`config.mk`:
```
export PLATFORM = sky130hd
export DESIGN_NAME = dual_issue_hazard
export DESIGN_NICKNAME = d
export VERILOG_FILES = /design/src/rtl/dih_pkg.sv /design/src/rtl/dih_detect.sv /design/src/rtl/dih_ctrl.sv /design/src/rtl/dih_waw.sv /design/src/rtl/dual_issue_hazard.sv
export SDC_FILE = /design/constraint.sdc
export NUM_CORES = 1
export LEC_CHECK = 0
export BUFFER_PORTS_ARGS = -buffer_cell sky130_fd_sc_hd__buf_2
export CAP_MARGIN = 20
export CORE_ASPECT_RATIO = 0.8
export CORE_MARGIN = 2
export CORE_UTILIZATION = 45
export DETAILED_ROUTE_END_ITERATION = 8
export GPL_ROUTABILITY_DRIVEN = 0
export PLACE_DENSITY = 0.84
export SYNTH_ARGS = -nofsm -noshare
export SYNTH_HDL_FRONTEND = slang
export SYNTH_SLANG_ARGS = --single-unit
```
`constraint.sdc`:
```
create_clock -name clk -period 3.5 [get_ports clk]
set_input_delay 0 -clock clk [delete_from_list [all_inputs] [get_ports clk]]
set_output_delay 0 -clock clk [all_outputs]
set_load 0.05 [all_outputs]
```
`src/rtl/dih_pkg.sv`:
```
package dih_pkg;

    typedef enum logic [2:0] {
        OPC_OTHER  = 3'd0,
        OPC_LOAD   = 3'd1,
        OPC_STORE  = 3'd2,
        OPC_BRANCH = 3'd3,
        OPC_JUMP   = 3'd4,
        OPC_JAL    = 3'd5
    } opcls_e;

    typedef struct packed {
        logic ctl_even;   // transfer in execute slot 0
        logic ctl_odd;    // transfer in execute slot 1
        logic late_even;  // even decode needs a late result
        logic late_odd;   // odd decode needs a late result
        logic mem_pair;   // both decode slots touch data memory
        logic pair_dep;   // odd decode reads even decode result
    } hazard_t;

    typedef struct packed {
        logic hold;
        logic nop0;
        logic nop1;
        logic eat0;       // even slot consumed, mask on replay
        logic eat1;       // odd slot dead, mask on replay
    } issue_t;

    function automatic logic is_ctl(input opcls_e c);
        return (c == OPC_BRANCH) || (c == OPC_JUMP) || (c == OPC_JAL);
    endfunction

    function automatic logic is_mem(input opcls_e c);
        return (c == OPC_LOAD) || (c == OPC_STORE);
    endfunction

    function automatic logic is_late(input opcls_e c);
        return (c == OPC_LOAD) || (c == OPC_JAL);
    endfunction

endpackage

```
`src/rtl/dih_detect.sv`:
```
module dih_detect
    import dih_pkg::*;
#(
    parameter int REG_W = 5
) (
    input  logic [1:0]            eff,
    input  logic [1:0][2:0]       dcls,
    input  logic [1:0][REG_W-1:0] dsa,
    input  logic [1:0][REG_W-1:0] dsb,
    input  logic [REG_W-1:0]      even_dst,
    input  logic [1:0]            xv,
    input  logic [1:0][2:0]       xcls,
    input  logic [1:0][REG_W-1:0] xdst,
    output hazard_t               hz
);
    localparam int NSLOT = 2;

    function automatic logic reads(input logic [REG_W-1:0] a,
                                   input logic [REG_W-1:0] b,
                                   input logic [REG_W-1:0] w);
        return (w != '0) && ((a == w) || (b == w));
    endfunction

    logic [NSLOT-1:0] late_src;
    logic [NSLOT-1:0] ctl_src;
    logic [NSLOT-1:0] needs_late;

    for (genvar k = 0; k < NSLOT; k++) begin : g_exec
        assign late_src[k] = xv[k] & is_late(opcls_e'(xcls[k])) & (xdst[k] != '0);
        assign ctl_src[k]  = xv[k] & is_ctl(opcls_e'(xcls[k]));
    end

    for (genvar s = 0; s < NSLOT; s++) begin : g_dec
        assign needs_late[s] = eff[s] &
            ((late_src[0] & reads(dsa[s], dsb[s], xdst[0])) |
             (late_src[1] & reads(dsa[s], dsb[s], xdst[1])));
    end

    always_comb begin
        hz.ctl_even  = ctl_src[0];
        hz.ctl_odd   = ctl_src[1];
        hz.late_even = needs_late[0];
        hz.late_odd  = needs_late[1];
        hz.mem_pair  = eff[0] & eff[1] &
                       is_mem(opcls_e'(dcls[0])) & is_mem(opcls_e'(dcls[1]));
        hz.pair_dep  = eff[0] & eff[1] & reads(dsa[1], dsb[1], even_dst);
    end

endmodule

```
`src/rtl/dih_ctrl.sv`:
```
module dih_ctrl
    import dih_pkg::*;
(
    input  logic       clk,
    input  logic       rst,
    input  logic [1:0] dec_v,
    input  hazard_t    hz,
    input  logic       redirect_odd,
    output logic [1:0] eff,
    output issue_t     iss
);
    logic mask0_q, mask1_q, pend_q;

    assign eff = dec_v & ~{mask1_q, mask0_q};

    always_comb begin
        iss = '0;
        if (hz.ctl_even) begin
            iss.nop0 = 1'b1;
            iss.nop1 = 1'b1;
        end else if (hz.ctl_odd) begin
            iss.nop1 = 1'b1;
            if (hz.late_even) begin
                iss.hold = 1'b1;
                iss.nop0 = 1'b1;
                iss.eat1 = 1'b1;
            end else begin
                iss.nop0 = ~eff[0];
            end
        end else if (hz.late_even) begin
            iss.hold = 1'b1;
            iss.nop0 = 1'b1;
            iss.nop1 = 1'b1;
        end else if (hz.late_odd | hz.mem_pair | hz.pair_dep) begin
            iss.hold = 1'b1;
            iss.nop1 = 1'b1;
            iss.nop0 = ~eff[0];
            iss.eat0 = eff[0];
        end else begin
            iss.nop0 = ~eff[0];
            iss.nop1 = ~eff[1];
        end
    end

    always_ff @(posedge clk) begin
        if (rst) begin
            mask0_q <= 1'b0;
            mask1_q <= 1'b0;
            pend_q  <= 1'b0;
        end else if (iss.hold) begin
            mask0_q <= mask0_q | iss.eat0;
            mask1_q <= mask1_q | iss.eat1;
            pend_q  <= pend_q | redirect_odd;
        end else begin
            mask0_q <= pend_q | redirect_odd;
            mask1_q <= 1'b0;
            pend_q  <= 1'b0;
        end
    end

    AST_REPLAY_EVEN_NOP: assert property (@(posedge clk) disable iff (rst)
        (iss.hold && !iss.nop0) |=> iss.nop0);

    AST_ODD_TARGET_SQUASH: assert property (@(posedge clk) disable iff (rst)
        (redirect_odd && !iss.hold) |=> iss.nop0);

    AST_HELD_ODD_STAYS: assert property (@(posedge clk) disable iff (rst)
        iss.hold |-> iss.nop1);

endmodule

```
`src/rtl/dih_waw.sv`:
```
module dih_waw #(
    parameter int REG_W = 5
) (
    input  logic             we0,
    input  logic [REG_W-1:0] dst0,
    input  logic             we1,
    input  logic [REG_W-1:0] dst1,
    output logic             we0_ok
);
    logic clash;

    assign clash  = we1 & (dst0 == dst1);
    assign we0_ok = we0 & ~clash;

    always_comb begin
        AST_ODD_WRITE_WINS: assert (!(we0_ok && we1 && (dst0 == dst1)));
    end

endmodule

```
`src/rtl/dual_issue_hazard.sv`:
```
module dual_issue_hazard
    import dih_pkg::*;
#(
    parameter int REG_W = 5
) (
    input  logic             clk,
    input  logic             rst,
    input  logic             d0_valid,
    input  logic [2:0]       d0_cls,
    input  logic [REG_W-1:0] d0_rs,
    input  logic [REG_W-1:0] d0_rt,
    input  logic [REG_W-1:0] d0_dst,
    input  logic             d1_valid,
    input  logic [2:0]       d1_cls,
    input  logic [REG_W-1:0] d1_rs,
    input  logic [REG_W-1:0] d1_rt,
    input  logic             x0_valid,
    input  logic [2:0]       x0_cls,
    input  logic [REG_W-1:0] x0_dst,
    input  logic             x1_valid,
    input  logic [2:0]       x1_cls,
    input  logic [REG_W-1:0] x1_dst,
    input  logic             redirect_odd,
    input  logic             wb0_we,
    input  logic [REG_W-1:0] wb0_dst,
    input  logic             wb1_we,
    input  logic [REG_W-1:0] wb1_dst,
    output logic             dec_hold,
    output logic             ex_nop0,
    output logic             ex_nop1,
    output logic             wb0_we_ok
);
    logic [1:0]            eff;
    hazard_t               hz;
    issue_t                iss;
    logic [1:0][2:0]       dcls_a, xcls_a;
    logic [1:0][REG_W-1:0] dsa_a, dsb_a, xdst_a;

    assign dcls_a = {d1_cls, d0_cls};
    assign dsa_a  = {d1_rs, d0_rs};
    assign dsb_a  = {d1_rt, d0_rt};
    assign xcls_a = {x1_cls, x0_cls};
    assign xdst_a = {x1_dst, x0_dst};

    dih_detect #(.REG_W(REG_W)) u_detect (
        .eff      (eff),
        .dcls     (dcls_a),
        .dsa      (dsa_a),
        .dsb      (dsb_a),
        .even_dst (d0_dst),
        .xv       ({x1_valid, x0_valid}),
        .xcls     (xcls_a),
        .xdst     (xdst_a),
        .hz       (hz)
    );

    dih_ctrl u_ctrl (
        .clk          (clk),
        .rst          (rst),
        .dec_v        ({d1_valid, d0_valid}),
        .hz           (hz),
        .redirect_odd (redirect_odd),
        .eff          (eff),
        .iss          (iss)
    );

    dih_waw #(.REG_W(REG_W)) u_waw (
        .we0    (wb0_we),
        .dst0   (wb0_dst),
        .we1    (wb1_we),
        .dst1   (wb1_dst),
        .we0_ok (wb0_we_ok)
    );

    assign dec_hold = iss.hold;
    assign ex_nop0  = iss.nop0;
    assign ex_nop1  = iss.nop1;

    AST_EVEN_CTL_FLUSH: assert property (@(posedge clk) disable iff (rst)
        (x0_valid && is_ctl(opcls_e'(x0_cls))) |-> (ex_nop0 && ex_nop1 && !dec_hold));

    AST_ODD_CTL_DROPS_ODD: assert property (@(posedge clk) disable iff (rst)
        (x1_valid && is_ctl(opcls_e'(x1_cls))) |-> ex_nop1);

    AST_ONE_DATA_PORT: assert property (@(posedge clk) disable iff (rst)
        (is_mem(opcls_e'(d0_cls)) && is_mem(opcls_e'(d1_cls))) |-> (ex_nop0 || ex_nop1));

endmodule

```
==> results of run 1 <==
-- power breakdown --
part           internal, W  switching, W
Combinational    0.0000732     0.0000869
Clock            0.0000432     0.0000254
Sequential       0.0000353   0.000000588
-- worst min-delay path, cell delays in order --
cell,delay [ns]
buf_2,0.10
nor4_1,0.06
a311oi_2,0.21
-- cell usage in the layout, fill, tap and decap left out, types with 2 or more instances in the layout --
cell type,instances
nand2_1,5
or4_1,3
nor2_1,16
nor3_1,11
a21oi_1,2
nor2b_1,2
a22oi_1,5
o21ai_0,2
nor4_1,2
a2111oi_1,2
nand2b_1,2
nand3b_1,2
clkbuf_4,3
xnor2_1,3
o21ai_2,2
buf_2,69
dfxtp_1,3
xor2_1,54
-- cells in the mapped netlist, drive strengths merged (3+ instances only) --
cell type,instances,area share [%]
a22oi,5,3.6
buf,7,4.6
clkbuf,3,1.1
dfxtp,3,5.8
nand2,5,1.8
nor2,16,5.8
nor3,11,5.3
o21ai,5,3.1
or4,4,3.3
xnor2,3,2.5
xor2,54,46
-- path summary, 6_finish.rpt --
check | end | depth (start not counted) | slack [ns]
worst max-delay path | dec_hold | 7 | 1.84
worst min-delay path | u_ctrl.mask0_q$_SDFF_PP0_ | 3 | 0.17
worst max register to register | u_ctrl.mask0_q$_SDFF_PP0_ | 4 | 2.16
worst min register to register | u_ctrl.mask1_q$_SDFF_PP0_ | 2 | 0.55
-- routing by layer --
metal	track usage [%]	part of all wire, %	vias to the layer above
met2	35.0	47	47
met3	1.10	6.2	2
li1	-	-	609
met5	0	0	-
met1	26.4	46	517
met4	7.91	0.78	0
-- cells by family after synthesis --
family | after synthesis | synth area share (%)
XOR/XNOR | 57 | 48.2
AND/OR/NAND/NOR | 47 | 23.3
AO/OA/AOI/OAI | 20 | 15.6
buffers and inverters | 11 | 6.04
flip-flops | 3 | 5.80
multiplexers | 1 | 0.967
-- per-stage QoR --
step | power, W | worst slack, ns | hold slack [ns] | std cells | cell area [um^2]
4_1_cts | 0.000266 | 1.82 | 0.159 | 228 | 1390
6_report | 0.000265 | 1.84 | 0.166 | 228 | 1390
2_1_floorplan | 0.000135 | 1.73 | 0.0768 | 139 | 1030
3_5_place_dp | 0.000196 | 1.83 | 0.207 | 223 | 1350
3_3_place_gp | 0.000193 | 1.86 | 0.206 | 223 | 1350
5_1_grt | 0.000283 | 1.69 | 0.211 | 228 | 1390
-- cell type report --
type	count	area [um^2]	area share, %
clock buffer	4	26.3	1.89
inverter	1	3.75	0.270
multi-input combinational	125	912	65.7
sequential	3	60.1	4.32
tap	25	31.3	2.25
timing repair buffer	70	355	25.6
-- registers in the layout (all words and copies together), names as in the netlist --
name	count
u_ctrl.mask0_q	1
u_ctrl.mask1_q	1
u_ctrl.pend_q	1
==> impl_metrics.ini, run 1 <==
[global_route]
globalRouteOverflowTotal = 0
grt_first_pass_wirelength_mm = 4.20
number_of_antenna_violations_at_the_first_check_in_global_routing = 0
maximum_number_of_pins_on_one_net_before_global_route_repair = 7
grt.total_usage_pct = 20.0
number_of_global_route_vias_before_repair = 1039

[route]
dr_total_vias = 1175
detail_route.iter0.violations = 32
final_antenna_net_count = 0
drcViolationCount = 0
drt_pass1_iterations = 4
vias_per_cell = 5.15
detail_route.wirelength_mm = 2.69
wl_per_cell_um = 11.8

[cells_and_area]
num-nets-final = 270
layout-drive-gt1-share_pct = 37.9
syn2layout_area_growth_pct = 34.2
finish.utilization_pct = 64.3
insertedDiodeCount = 0
fillerInstances = 208

[critical_path]
critical_path.slowest_cell = or4_4
critical_path_arrival_ns = 1.66
critical_path.endpoint_type = output port
critical_path.reg2reg.startpoint = u_ctrl.mask1_q$_SDFF_PP0_
worst_setup_sp_type = input pin
startpoint = x1_dst[0]
path_common_cell = buf_2
path_class = in -> out
worst-path-max-fanout = 5
worst_path_largest_cell_delay_ns = 0.54
worstPathBufferInverterCount = 2
path_cells = buf_2 > or4_4 > o21ai_2 > o22a_1 > a2bb2oi_1 > a21oi_1 > buf_2
cp_data_required_time_ns = 3.50
crit_family = compound AO/OA/AOI/OAI gates

[synthesis]
yosys.cell_types.count = 32
synthesized_area_per_cell_um2 = 7.44
netlist_instances = 139
asyncSetResetFlopFracSynth_pct = 0
synth.ff_latch_count = 3
synth-edff-count = 0
synthesis.area_um2 = 1030
synthesis.yosys.warnings = 0
synth.net_count = 205
synth.yosys.seq_area_share_pct = 5.80
synth-main-ff-cell = dfxtp_1

[cts]
cts_buffer_depth = 2
cts.reportedPaths.clkPinSlew_ns = 0.04
cts_num_sinks = 3
holdBufCountCts = 1
worst_skew_pair.late_latency_ns = 0.25
cts_root_buffer = clkbuf_4
cts_resized = 0
tritoncts = done
numCtsBuffers = 3
postCtsSetupRepairBufs = 0
level_count_of_the_clock_h_tree = 1

[die]
die_w_um = 57.6
floorplan.io_pins = 70
core_region_area_um2 = 2160
die_height_um = 46.9
placementRows = 15
starting_density_of_the_core_pct = 47.9
floorplan.die_area_um2 = 2700

[timing]
max_slew.worst_pin.slew_ns = 0.381
clock-skew-final_ns = 0.00415
final.period_utilization_pct = 47.5
max_slew_margin_pct = 74.3
final_report_hold_violation_count = 0
timing.final.setup_violations = 0
final.setup.tns_ns = 0
grt_setup_unrepaired = false
drv_slew = 0
timing.fmax_mhz = 602
finalCriticalPeriod_ns = 1.66

[placement]
port_buffers = 69
hpwlAfterDp_mm = 2.36

[pwr]
vdd_ir_drop_max_uv = 99.5
power.static_leakage_nw = 0.669
power_density_nw_per_um2 = 191

[worst_hold_path]
worst_hold_path_type = in -> reg
min_delay_startpoint = d0_valid

[outcome]
status = finished, final reports clean

[job]
max-cap-violations = 0
No activity file was read; power rests on OpenSTA's default activity.
==> run 2: changes to the inputs <==
- ABC_AREA: unset -> 1
- CORE_UTILIZATION: 45 -> 41
- PLACE_DENSITY: 0.84 -> 0.76
- clock period: 3.5 -> 1.4 ns (I/O delays scaled with it)
==> impl_metrics.ini, run 2 <==
[outcome]
status = complete, but fails checks
violations = setup timing

[timing]
timing.final.setup_violations = 5
final.period_utilization_pct = 124
clock-skew-final_ns = 0.00174
final_report_hold_violation_count = 0
drv_slew = 0
timing.fmax_mhz = 575
max_slew.worst_pin.slew_ns = 0.365
layout_setup_ws_ns = -0.339
final.setup.tns_ns = -1.08
hold_slack_ns = 0.0418
max_slew_margin_pct = 75.6
grt_setup_unrepaired = true
finalCriticalPeriod_ns = 1.74

[die]
floorplan.die_area_um2 = 3460
core_region_area_um2 = 2810
die_w_um = 65.3
placementRows = 17
die_height_um = 53.0
starting_density_of_the_core_pct = 43.9
floorplan.io_pins = 70

[cells_and_area]
num-nets-final = 413
layout.cells.most_common = nand2_1
layout-drive-gt1-share_pct = 34.1
layout.cells.most_common_list = nand2_1 (106), buf_2 (67), inv_1 (35), nor2_1 (34), buf_4 (19)
largest_regs = u_ctrl.mask0_q (1), u_ctrl.mask1_q (1), u_ctrl.pend_q (1)
syn2layout_area_growth_pct = 51.0
final_cell_area_um2 = 1860
insertedDiodeCount = 0

[global_route]
grt.total_usage_pct = 21.9
maximum_number_of_pins_on_one_net_before_global_route_repair = 9
number_of_global_route_vias_before_repair = 1481
globalRouteOverflowTotal = 0
number_of_antenna_violations_at_the_first_check_in_global_routing = 0
grt_first_pass_wirelength_mm = 5.99

[pwr]
power_frac_seq_pct = 10.3
report.power.total_w = 0.000892
pwr-share-comb_pct = 61.1
cell_internal_pwr_w = 0.000525
vdd_ir_drop_max_uv = 304
clkPwrFrac_pct = 28.6
switching_share_pct = 41.1
power_density_nw_per_um2 = 479
power.static_leakage_nw = 1.21
net-switching-power_w = 0.000366

[critical_path]
startpoint = u_ctrl.mask1_q$_SDFF_PP0_
cp_data_required_time_ns = 1.40
reg2reg_to = u_ctrl.mask0_q$_SDFF_PP0_
critical_path.endpoint_type = output port
worst_setup_sp_type = register
critical_path_arrival_ns = 1.74
r2r_setup_slack_ns = -0.25
worst-path-max-fanout = 2
rr_worst_depth = 14
worst_setup_path_end = ex_nop1
critical_path.reg2reg.startpoint = u_ctrl.mask1_q$_SDFF_PP0_
path_class = reg -> out

[synthesis]
asyncSetResetFlopFracSynth_pct = 0
synthesis.area_um2 = 1230
netlist_instances = 257
synth.ff_latch_count = 3
synthesized_area_per_cell_um2 = 4.80
list_of_most_frequent_post_synthesis_cells = nand2_1 (108), inv_1 (36), nor2_1 (36)
synth-edff-count = 0
share_of_the_synthesized_area_in_the_top_cell_type_pct = 32.9
synth-main-ff-cell = dfxtp_1
synth.yosys.seq_area_share_pct = 4.87
ys_top_cells_by_area = nand2_1 (33%), inv_1 (11%), nor2_1 (11%)
synth.net_count = 323
synthesis.yosys.warnings = 0
yosys.cell_types.count = 22
yosysTopAreaCell = nand2_1
top_count_cell_post_synth = nand2_1

[worst_hold_path]
worst_hold_path_type = in -> reg

[cts]
tritoncts = done
cts_buffer_depth = 2
cts.reportedPaths.clkPinSlew_ns = 0.03
level_count_of_the_clock_h_tree = 1
numCtsBuffers = 3
holdBufCountCts = 0
cts_root_buffer = clkbuf_8
worst_skew_pair.late_latency_ns = 0.22
cts_num_sinks = 3

[job]
max-cap-violations = 0

[placement]
placedInstanceArea_um2 = 1710
port_buffers = 69
hpwlAfterDp_mm = 3.07
dpl_worst_slack_ns = -0.0704

[route]
dr_total_vias = 1724
drcViolationCount = 0
drt_pass1_iterations = 4
final_antenna_net_count = 0
wl_per_cell_um = 10.2
vias_per_cell = 4.49
detail_route.iter0.violations = 97
detail_route.wirelength_mm = 3.92
## run 2: final cells by class
cell class / count / area (um^2)
inverters: 44 / 170
repair buffers: 88 / 508
fillers: 290 / 947
well taps: 38 / 47.5
multi-input cells: 207 / 1030
clock buffers: 4 / 45.0
flip-flops and latches: 3 / 62.6
## run 2: worst min-delay path by stage
stage	endpoint	start	slack (ns)	depth (start not counted)
finish	u_ctrl.pend_q$_SDFF_PP0_	redirect_odd	0.04	3
global route	u_ctrl.pend_q$_SDFF_PP0_	redirect_odd	0.08	3
CTS	u_ctrl.pend_q$_SDFF_PP0_	redirect_odd	0.04	3
detailed placement	u_ctrl.pend_q$_SDFF_PP0_	redirect_odd	0.26	3
global placement	u_ctrl.pend_q$_SDFF_PP0_	redirect_odd	0.26	3
floorplan	u_ctrl.pend_q$_SDFF_PP0_	redirect_odd	0.14	2
## run 2: worst max-delay path, cell delays in order (launching register included)
cell and delay (ns):
dfxtp_2 0.32, or2_4 0.13, nor2_4 0.04, o31ai_2 0.06, inv_1 0.08, nand2_1 0.08, nand2_1 0.08, a21oi_2 0.12
nand2_2 0.06, or3_4 0.40, buf_8 0.16
## run 2: kinds of logic (layout without fill, tap and decap cells)
group,after synthesis,in the layout,share of synthesized area (%)
AOI/OAI and AO/OA,12,12,6.60
DFF,3,3,4.87
buffers and inverters,47,136,15.2
xor gates and xnor gates,24,24,17.1
and+or+nand+nor,171,171,56.2
## run 2: power by group through the flow
stage | clock, W | combinational (W) | sequential (W)
2_1_floorplan | 0 | 0.000287 | 0.0000916
3_3_place_gp | 0 | 0.000486 | 0.0000917
3_5_place_dp | 0 | 0.000489 | 0.0000919
4_1_cts | 0.000254 | 0.000507 | 0.0000908
5_1_grt | 0.000260 | 0.000610 | 0.0000924
6_report | 0.000255 | 0.000545 | 0.0000918
## run 2: layer usage
layer / part of all wire (%) / track usage (%)
met1: 46 / 30.2
met2: 47 / 37.4
met3: 6.0 / 2.13
met4: 0.54 / 3.82
met5: 0 / 0
## run 2: metrics by stage
step | utilization, % | cells
final | 66.3 | 384
after CTS | 64.3 | 382
after detailed placement | 60.8 | 373
after global routing | 66.3 | 384
after floorplan | - | 257
after global placement | 60.8 | 373
## run 2: what timing repair did
action	4_1_cts	5_1_grt
resized for setup	6	11
cloned	0	0
buffers inserted	5	2
pin swaps	0	6
endpoints found under the setup margin	5	5
==> run 3: changes to the inputs <==
- PLACE_DENSITY: 0.76 -> 0.75
- SYNTH_HIERARCHICAL: unset -> 1
==> impl_metrics.ini, run 3 <==
[outcome]
status = complete, but fails checks
violations = setup timing

[cts]
holdBufCountCts = 0
cts_buffer_depth = 2
tritoncts = done
level_count_of_the_clock_h_tree = 1
worst_skew_pair.late_latency_ns = 0.22
cts_root_buffer = clkbuf_8
cts_num_sinks = 3
numCtsBuffers = 3
cts.reportedPaths.clkPinSlew_ns = 0.03

[global_route]
number_of_global_route_vias_before_repair = 1461
maximum_number_of_pins_on_one_net_before_global_route_repair = 9
globalRouteOverflowTotal = 0
grt_first_pass_wirelength_mm = 6.12
number_of_antenna_violations_at_the_first_check_in_global_routing = 0
grt.total_usage_pct = 22.3

[die]
die_w_um = 66.8
floorplan.die_area_um2 = 3630
core_region_area_um2 = 3040
die_height_um = 54.3
starting_density_of_the_core_pct = 42.6
floorplan.io_pins = 70
placementRows = 18

[placement]
port_buffers = 69
hpwlAfterDp_mm = 3.10
placedInstanceArea_um2 = 1700
numPlacedInstances = 383

[cells_and_area]
finish.utilization_pct = 60.0
insertedDiodeCount = 0
syn2layout_area_growth_pct = 40.9
largest_regs = u_ctrl/mask0_q (1), u_ctrl/mask1_q (1), u_ctrl/pend_q (1)
layout.cells.most_common_list = nand2_1 (112), buf_2 (66), inv_1 (41), nor2_1 (35), inv_2 (14)
layout-drive-gt1-share_pct = 31.7
layout.cells.most_common = nand2_1
post_layout_cell_count = 393
fillerInstances = 315
final_cell_area_um2 = 1820
num-nets-final = 420

[route]
dr_total_vias = 1772
final_antenna_net_count = 0
drt_pass1_iterations = 5
wl_per_cell_um = 9.99
detail_route.wirelength_mm = 3.93
drcViolationCount = 0
vias_per_cell = 4.51
detail_route.iter0.violations = 50

[timing]
finalCriticalPeriod_ns = 1.51
timing.fmax_mhz = 660
layout_setup_ws_ns = -0.114
grt_setup_unrepaired = true
drv_slew = 0
hold_slack_ns = 0.0376
timing.final.setup_violations = 6
final.setup.tns_ns = -0.402
max_slew.worst_pin.slew_ns = 0.246
max_slew_margin_pct = 83.7
final.period_utilization_pct = 108
clock-skew-final_ns = 0.000640
final_report_hold_violation_count = 0

[critical_path]
critical_path.endpoint_type = output port
r2r_setup_slack_ns = -0.06
path_class = reg -> out
worst-path-max-fanout = 3
worst_setup_sp_type = register
cp_data_required_time_ns = 1.40
critical_path_arrival_ns = 1.51

[synthesis]
synthesized_area_per_cell_um2 = 4.71
synthesis.yosys.warnings = 6
synthesis.area_um2 = 1290
netlist_instances = 275
synth.net_count = 341

[pwr]
vdd_ir_drop_max_uv = 297
power.static_leakage_nw = 1.16
power_density_nw_per_um2 = 464

[worst_hold_path]
worst_hold_path_type = in -> reg

[job]
max-cap-violations = 0
[run 3: final cells by class]
cell class,count,area (um^2),share of cell area [%]
Timing Repair Buffer,77,428,23.5
Multi-Input combinational cell,212,1030,56.2
Sequential cell,3,61.3,3.36
Clock buffer,4,45.0,2.47
Inverter,57,214,11.7
Tap cell,40,50.0,2.74
[run 3: report_power, final]
group           total, W  switching [W]  internal (W)
registers      0.0000902     0.00000136     0.0000888
logic           0.000496       0.000288      0.000208
clock network   0.000259      0.0000645      0.000195
total           0.000846       0.000354      0.000492
[run 3: worst max-delay path: stages, from the launching register on]
cell,delay [ns]
dfxtp_2,0.31
inv_2,0.06
nand2_2,0.07
inv_2,0.07
buf_4,0.11
nand3_1,0.06
a21oi_1,0.11
inv_1,0.07
nand2_2,0.09
nand3_2,0.08
nand2_4,0.10
buf_8,0.14
[run 3: per-layer routing]
metal / up-vias / routed length (um) / GRT usage, %
li1: 964 / - / -
met1: 736 / 1870 / 29.5
met2: 66 / 1710 / 37.3
met3: 6 / 314 / 3.91
met4: 0 / 33 / 7.14
met5: - / 0 / 0
[run 3: worst paths after layout]
check / end / cells past startpoint / from
max: dec_hold / 11 / u_ctrl/mask0_q$_SDFF_PP0_
min: u_ctrl/pend_q$_SDFF_PP0_ / 3 / redirect_odd
max reg2reg: u_ctrl/mask0_q$_SDFF_PP0_ / 13 / u_ctrl/mask0_q$_SDFF_PP0_
min reg2reg: u_ctrl/pend_q$_SDFF_PP0_ / 2 / u_ctrl/pend_q$_SDFF_PP0_
[run 3: timing repair]
item                       4_1_cts  5_1_grt
buffers inserted                 4        2
gates resized for setup         12        1
pin swaps                        8        4
cloned                           0        0
setup endpoints to repair        6        6
[run 3: per-stage QoR]
stage / setup slack [ns] / power [W]
finish: -0.114 / 0.000846
detailed placement: -0.0601 / 0.000551
CTS: -0.132 / 0.000835
global placement: -0.0273 / 0.000547
global route: -0.190 / 0.000915
floorplan: -0.0492 / 0.000363
